### config.mk
export PLATFORM = sky130hd
export DESIGN_NAME = lns2fp_conv
export DESIGN_NICKNAME = d
export VERILOG_FILES = /design/src/rtl/lns2fp_pkg.sv /design/src/rtl/lns2fp_rom.sv /design/src/rtl/lns2fp_mulchain.sv /design/src/rtl/lns2fp_pack.sv /design/src/rtl/lns2fp_conv.sv
export SDC_FILE = /design/constraint.sdc
export NUM_CORES = 1
export LEC_CHECK = 0
export CAP_MARGIN = 10
export CORE_MARGIN = 5
export CORE_UTILIZATION = 25
export CTS_CLUSTER_DIAMETER = 40
export DETAILED_ROUTE_END_ITERATION = 7
export GPL_TIMING_DRIVEN = 0
export SYNTH_ARGS = -nofsm -noshare
export SYNTH_HDL_FRONTEND = slang
export SYNTH_SLANG_ARGS = --single-unit
### constraint.sdc
create_clock -name clk -period 7.1 [get_ports clk]
set_input_delay 2.13 -clock clk [delete_from_list [all_inputs] [get_ports clk]]
set_output_delay 2.13 -clock clk [all_outputs]
set_load 0.01 [all_outputs]
### src/rtl/lns2fp_pkg.sv
// Shared types and constant helpers for the log-to-float converter.
// Assumes callers use the helper only at elaboration time (constant args).
package lns2fp_pkg;

    // Class code carried in the two top bits of the log-format word
    typedef enum logic [1:0] {
        CLS_ZERO = 2'b00,
        CLS_NORM = 2'b01,
        CLS_INF  = 2'b10,
        CLS_NAN  = 2'b11
    } lns_cls_e;

    // Returns round(2^(idx / 2^shift) * 2^frac_bits) as an integer table entry
    function automatic int exp2_entry(input int idx, input int shift, input int frac_bits);
        real x;
        real v;
        x = real'(idx) / (2.0 ** shift);
        v = (2.0 ** x) * (2.0 ** frac_bits);
        return $rtoi(v + 0.5);
    endfunction

endpackage

### src/rtl/lns2fp_rom.sv
// Small power-of-two table for one field of the log fraction.
// Entry j holds 2^(j / 2^(CW*POS)) in Q1.(TW-1) format; contents are
// computed at elaboration. Assumes the value stays below 2.0.
module lns2fp_rom #(
    parameter int CW  = 4,
    parameter int TW  = 12,
    parameter int POS = 1
) (
    input  logic [CW-1:0] idx,
    output logic [TW-1:0] val
);
    localparam int N = 2 ** CW;

    logic [TW-1:0] tbl [N];

    // Fill each entry from the constant helper
    for (genvar j = 0; j < N; j++) begin : g_ent
        localparam logic [TW-1:0] ENT = TW'(lns2fp_pkg::exp2_entry(j, CW * POS, TW - 1));
        assign tbl[j] = ENT;
    end

    // Combinational read
    assign val = tbl[idx];

endmodule

### src/rtl/lns2fp_mulchain.sv
// Pipelined product of K table outputs, all in Q1.(TW-1) format.
// Table 0 is registered in stage 0. Table c is delayed c registers and
// multiplied in stage c. Each product is truncated back to TW bits and
// saturates to all ones if it reaches 2.0. Latency K cycles, K >= 2.
module lns2fp_mulchain #(
    parameter int K  = 3,
    parameter int TW = 12
) (
    input  logic                  clk,
    input  logic                  rst_n,
    input  logic [K-1:0][TW-1:0]  tab_i,
    output logic [TW-1:0]         prod_o
);
    localparam logic [2*TW-1:0] MAXV = {{TW{1'b0}}, {TW{1'b1}}};

    for (genvar c = 0; c < K; c++) begin : g_st
        logic [TW-1:0] acc;
        if (c == 0) begin : g_first
            // Capture the first table output
            always_ff @(posedge clk) begin
                if (!rst_n) acc <= '0;
                else        acc <= tab_i[0];
            end
        end else begin : g_mul
            logic [TW-1:0]   dl [c];
            logic [2*TW-1:0] p;
            logic [2*TW-1:0] ps;
            logic [TW-1:0]   nxt;

            // Delay table c so it meets its partial product
            always_ff @(posedge clk) begin
                if (!rst_n) begin
                    for (int i = 0; i < c; i++) dl[i] <= '0;
                end else begin
                    dl[0] <= tab_i[c];
                    for (int i = 1; i < c; i++) dl[i] <= dl[i-1];
                end
            end

            // Multiply, rescale to Q1.(TW-1), saturate below 2.0
            always_comb begin
                p   = g_st[c-1].acc * dl[c-1];
                ps  = p >> (TW - 1);
                nxt = (ps > MAXV) ? {TW{1'b1}} : ps[TW-1:0];
            end

            // Register the partial product
            always_ff @(posedge clk) begin
                if (!rst_n) acc <= '0;
                else        acc <= nxt;
            end
        end
    end

    assign prod_o = g_st[K-1].acc;

endmodule

### src/rtl/lns2fp_pack.sv
// Assembles the floating-point word from class, sign, exponent and the
// Q1.(FRAC_W+1) mantissa product. Rounds half up to FRAC_W bits and
// clamps a round-up to 2.0 at all ones. Assumes the product is >= 1.0.
module lns2fp_pack
    import lns2fp_pkg::*;
#(
    parameter int EXP_W  = 8,
    parameter int FRAC_W = 10
) (
    input  lns_cls_e                   cls,
    input  logic                       sgn,
    input  logic [EXP_W-1:0]           ex,
    input  logic [FRAC_W+1:0]          prod,
    output logic [EXP_W+FRAC_W:0]      fp
);
    localparam logic [EXP_W-1:0]  EMAX    = {EXP_W{1'b1}};
    localparam logic [FRAC_W-1:0] NAN_FRC = FRAC_W'(1) << (FRAC_W - 1);

    logic [FRAC_W-1:0] frc;

    // Round the product to FRAC_W fraction bits with saturation
    always_comb begin
        if (&prod) frc = {FRAC_W{1'b1}};
        else       frc = prod[FRAC_W:1] + FRAC_W'(prod[0]);
    end

    // Select the encoding by class
    always_comb begin
        unique case (cls)
            CLS_ZERO: fp = {sgn, {EXP_W{1'b0}}, {FRAC_W{1'b0}}};
            CLS_INF:  fp = {sgn, EMAX, {FRAC_W{1'b0}}};
            CLS_NAN:  fp = {sgn, EMAX, NAN_FRC};
            default:  fp = {sgn, ex, frc};
        endcase
    end

endmodule

### src/rtl/lns2fp_conv.sv
// Log-format to floating-point converter, one word per cycle.
// Stage 0 decodes class and exponent range and reads the K field tables.
// Stages 1..K-1 multiply table outputs. The last stage rounds and packs.
// Latency K+1 cycles. Assumes LFRAC_W divisible by K and K >= 2.
module lns2fp_conv
    import lns2fp_pkg::*;
#(
    parameter int EXP_W   = 8,
    parameter int FRAC_W  = 10,
    parameter int INT_W   = 9,
    parameter int LFRAC_W = 12,
    parameter int K       = 3
) (
    input  logic                        clk,
    input  logic                        rst_n,
    input  logic                        in_valid,
    input  logic [2+1+INT_W+LFRAC_W-1:0] in_lns,
    output logic                        out_valid,
    output logic [EXP_W+FRAC_W:0]       out_fp
);
    localparam int LNS_W = 2 + 1 + INT_W + LFRAC_W;
    localparam int FP_W  = 1 + EXP_W + FRAC_W;
    localparam int CW    = LFRAC_W / K;
    localparam int TW    = FRAC_W + 2;
    localparam int BW    = ((INT_W > EXP_W) ? INT_W : EXP_W) + 2;
    localparam int BIAS  = 2 ** (EXP_W - 1) - 1;
    localparam int EMAX  = 2 ** EXP_W - 1;
    localparam logic signed [BW-1:0] BIAS_S = BW'(BIAS);
    localparam logic signed [BW-1:0] EMAX_S = BW'(EMAX);

    typedef struct packed {
        logic             vld;
        lns_cls_e         cls;
        logic             sgn;
        logic [EXP_W-1:0] ex;
    } side_t;

    logic [1:0]                flg;
    logic                      sgn_in;
    logic [INT_W-1:0]          ipart;
    logic [LFRAC_W-1:0]        fpart;
    logic signed [BW-1:0]      biased;
    side_t                     side_nxt;
    side_t                     sb [K];
    logic [K-1:0][TW-1:0]      tabs;
    logic [TW-1:0]             prod;
    logic [FP_W-1:0]           fp_nxt;

    assign flg    = in_lns[LNS_W-1 -: 2];
    assign sgn_in = in_lns[INT_W+LFRAC_W];
    assign ipart  = in_lns[LFRAC_W +: INT_W];
    assign fpart  = in_lns[LFRAC_W-1:0];

    // Decode class and fold out-of-range exponents into zero or infinity
    always_comb begin
        biased       = $signed({{(BW-INT_W){ipart[INT_W-1]}}, ipart}) + BIAS_S;
        side_nxt.vld = in_valid;
        side_nxt.sgn = sgn_in;
        side_nxt.ex  = biased[EXP_W-1:0];
        side_nxt.cls = lns_cls_e'(flg);
        if (lns_cls_e'(flg) == CLS_NORM) begin
            if (biased <= $signed(BW'(0)))  side_nxt.cls = CLS_ZERO;
            else if (biased >= EMAX_S)      side_nxt.cls = CLS_INF;
        end
    end

    // One table per log-fraction field, most significant field first
    for (genvar c = 0; c < K; c++) begin : g_rom
        lns2fp_rom #(.CW(CW), .TW(TW), .POS(c + 1)) i_rom (
            .idx (fpart[LFRAC_W-1-c*CW -: CW]),
            .val (tabs[c])
        );
    end

    lns2fp_mulchain #(.K(K), .TW(TW)) i_mul (
        .clk    (clk),
        .rst_n  (rst_n),
        .tab_i  (tabs),
        .prod_o (prod)
    );

    // Carry class, sign, exponent and valid alongside the product chain
    always_ff @(posedge clk) begin
        if (!rst_n) begin
            for (int i = 0; i < K; i++) sb[i] <= '0;
        end else begin
            sb[0] <= side_nxt;
            for (int i = 1; i < K; i++) sb[i] <= sb[i-1];
        end
    end

    lns2fp_pack #(.EXP_W(EXP_W), .FRAC_W(FRAC_W)) i_pack (
        .cls  (sb[K-1].cls),
        .sgn  (sb[K-1].sgn),
        .ex   (sb[K-1].ex),
        .prod (prod),
        .fp   (fp_nxt)
    );

    // Output register
    always_ff @(posedge clk) begin
        if (!rst_n) begin
            out_valid <= 1'b0;
            out_fp    <= '0;
        end else begin
            out_valid <= sb[K-1].vld;
            out_fp    <= fp_nxt;
        end
    end

endmodule

==> summary.md <==
| Metric | Value |
|---|---|
| Synthesized flop and latch total | `107` |
| Max cap viols | `0` |
| LEAKAGE | `4.74 nW` |
| FP Rows | `68` |
| Number of global-route vias before repair | `6,692` |
| DIE WIDTH | `195 µm` |
| Critical path endpoint category | `flip-flop` |
| CTS clock-pin slew for the worst setup and hold paths | `0.07 ns` |
| Share of layout cells above drive strength 1 | `3.77%` |
| Setup TNS | `0 ns` |
| Num CTS Buffers | `9` |
| Clock Path Buffers | `2` |
| Cts hold-fix bufs | `0` |
| Worst r2r src | `i_mul.g_st[1].g_mul.dl[0][5]` |
| # port buffers | `44` |
| Avg Cell Area, Syn | `8.82 µm²` |
| Final period utilization | `75.3%` |
| Netlist area before placement | `8590 µm²` |
| Ys Warns | `0` |
| Antenna viol nets, final | `0` |
| Slew headroom | `47.4%` |
| Status | `completed` |
| Pins Over Slew Limit | `0` |
| Post-CTS Setup Inserts | `0` |
| GRT Total Usage | `9.60%` |
| Fin. Hold Viols | `0` |
| Seq/Total Area, Yosys | `24.9%` |
| DR vias/cell | `4.38` |
| Final GP Congestion | `0.838` |
| Final setup violation count | `0` |
| Per-cell routed wire length | `12.0 µm` |
| Crit path time final | `5.35 ns` |
| Primary FF master, synth | `dfxtp_1` |
| Total wire length | `17,800 µm` |
| Fillers | `3,683` |
| Pwr Density | `151 nW/µm²` |
| I/O Pins | `47` |
| Fin nets | `1,236` |
| XOR/XNOR share of the synthesized area | `2.34%` |
| Netlist cell types | `69` |
| Cts repair resizes | `0` |
| Drt initial violations | `204` |
| Vert. Die Dim | `195 µm` |
| Clk_lat worst skew | `0.35 ns` |
| Grt ovf | `0` |
| Simple-Gate Fraction of Synth Area | `19.6%` |
| Post-Syn Instances | `974` |
| Die area | `38,200 µm²` |
| Startpoint types | `flip-flop` |
| CP Class | `reg -> reg` |
| Area occupied by multi-input gates | `5780 µm²` |
| Initial Utilization | `25.1%` |
| Asr flop ratio synth | `0%` |
| Core footprint | `34,200 µm²` |
| Synth Area in Compound Gates | `12.1%` |
| Area share of fa/ha/maj cells after synthesis | `32.1%` |
| Final Skew | `0.00700 ns` |
| HP Class | `reg -> reg` |
| EDFF count, synth | `0` |
| First-pass DRT Iterations | `4` |
| Mux cell area share after synthesis | `1.00%` |
| Antenna Cells | `0` |
| Syn Nets | `1,181` |
| Register area | `2140 µm²` |
| Area grow syn2layout | `15.5%` |
| Setup ws final | `1.75 ns` |
| CP required | `7.34 ns` |
| Worst-margin pin slew | `0.790 ns` |
| Max VDD drop | `0.107 mV` |
| Worst Path Arrival | `5.58 ns` |
| CTS H-tree depth | `3` |
| Clock sinks | `107` |
| Drc violations | `0` |
| Hold Path Origin | `sb[0][21]` |
| Unrepaired setup endpoints after global routing | `false` |
| CTS Root Cell | `clkbuf_16` |
| Largest family of logic cells by synthesized area | `adder cells` |
| Max Clock Freq | `187 MHz` |
| Largest net degree at the start of global routing | `20` |
| Final HPWL DP | `14,500 µm` |
| Final Power | `1.50 mW` |
| Antenna violations before repair | `0` |
| CTS tree | `yes` |
| CP startpoint | `i_mul.g_st[1].g_mul.dl[0][5]` |
| Global-route wire length before repair | `31,500 µm` |
| CP max FO | `10` |
| Total number of vias | `6,521` |
| Pre-CTS WS | `1.75 ns` |
[metal layers]
layer	GRT usage, %	wire length (µm)	up-vias
met2	16.5	8480	78
met3	1.31	364	23
li1	-	-	3281
met4	2.46	327	0
met5	0	0	-
met1	12.7	8630	3139
[flip-flops by register name, summed over array words and instances (netlist names)]
name,flops
out_valid,1
sb,36
i_mul.g_st.acc,24
out_fp,19
i_mul.prod_o,12
i_mul.g_st.g_mul.dl,15
[area by class of cell]
class	count	share of cell area, %
plain buffers	34	1.42
inverters	142	5.37
flip-flops and latches	107	21.6
multi-input cells	691	58.2
clock buffers	10	2.41
well taps	455	5.74
repair buffers	44	4.44
clock inverters	6	0.807
[cells in the mapped netlist (3+ instances only)]
library cell  instances  area, µm²
nand4_1               5       31.3
inv_1               141        529
and2_2                4       30.0
fa_1                 68       1360
a31oi_1               8       50.1
nand2_1             105        394
o21a_1               14        105
nand3b_1              3       22.5
nor2b_1              12       75.1
nor2_1               48        180
a211oi_1             10       75.1
dfxtp_1             107       2140
nor3_1                6       30.0
ha_1                112       1400
mux2i_1               3       30.0
o211a_1               3       30.0
o21ai_0              25        125
clkbuf_1             28        105
xor2_1               13        114
nor4_1                3       18.8
xnor2_1              10       87.6
and3_1               10       62.6
and2_1               87        544
nand2b_1             11       68.8
o211ai_1              4       30.0
nand3_1              16       80.1
and4_1                3       26.3
a21oi_1              58        290
a21o_1                5       37.5
[report_power, final]
group	leakage [nW]	internal (mW)	switching [mW]
Clock	0.155	0.292	0.231
Sequential	0.877	0.630	0.0317
Combinational	3.70	0.133	0.183
[path summary, 6_finish.rpt]
path,endpoint,cells past startpoint,slack (ns)
hold / removal,sb[0][33],1,0.43
setup reg to reg,i_mul.g_st[1].acc[8],21,1.75
hold reg to reg,sb[0][33],1,0.43
setup / recovery,i_mul.g_st[1].acc[8],21,1.75
[worst max-delay path, cell delays in order (launching register included)]
cell	delay [ns]
dfxtp_1	0.34
clkbuf_1	0.33
nand2_1	0.14
fa_1	0.55
inv_1	0.04
ha_1	0.26
inv_1	0.05
fa_1	0.47
inv_1	0.05
fa_1	0.53
inv_1	0.05
fa_1	0.53
inv_1	0.04
ha_1	0.29
buf_6	0.14
a21o_1	0.23
nor4_2	0.33
a21oi_4	0.13
nand4_1	0.12
a31oi_1	0.12
buf_4	0.19
o31a_1	0.29
[placed cells by master (no fill, tap or decap), types with 6 or more instances in the layout]
master           instances
a21oi_1                 58
o21ai_0                 25
ha_1                   112
nor2b_1                 12
dfxtp_1                107
nor3_1                   6
and2_1                  87
a31oi_1                  8
inv_1                  141
xor2_1                  13
clkbuf_1                28
nand3_1                 16
nand2_1                105
clkbuf_16                9
a211oi_1                10
nor2_1                  48
clkdlybuf4s50_1         44
fa_1                    68
o21a_1                  14
and3_1                  10
nand2b_1                11
xnor2_1                 10
[through the flow]
step	cell area (µm²)	cells	hold WS, ns	util [%]
4_1_cts	9920	1489	0.436	29.0
3_5_place_dp	9600	1473	0.418	28.1
5_1_grt	9920	1489	0.444	29.0
2_1_floorplan	8590	974	0.412	-
6_report	9920	1489	0.434	29.0
3_3_place_gp	9600	1473	0.414	28.1
[kinds of logic (layout without fill, tap and decap cells)]
family | after synthesis | in the layout
muxes | 6 | 6
AOI/OAI and AO/OA | 155 | 155
xor gates and xnor gates | 23 | 23
adders and majority gates | 180 | 180
buffers and inverters | 176 | 236
DFF | 107 | 107
and+or+nand+nor | 327 | 327
Note: power is estimated with default switching activity, not from simulation.
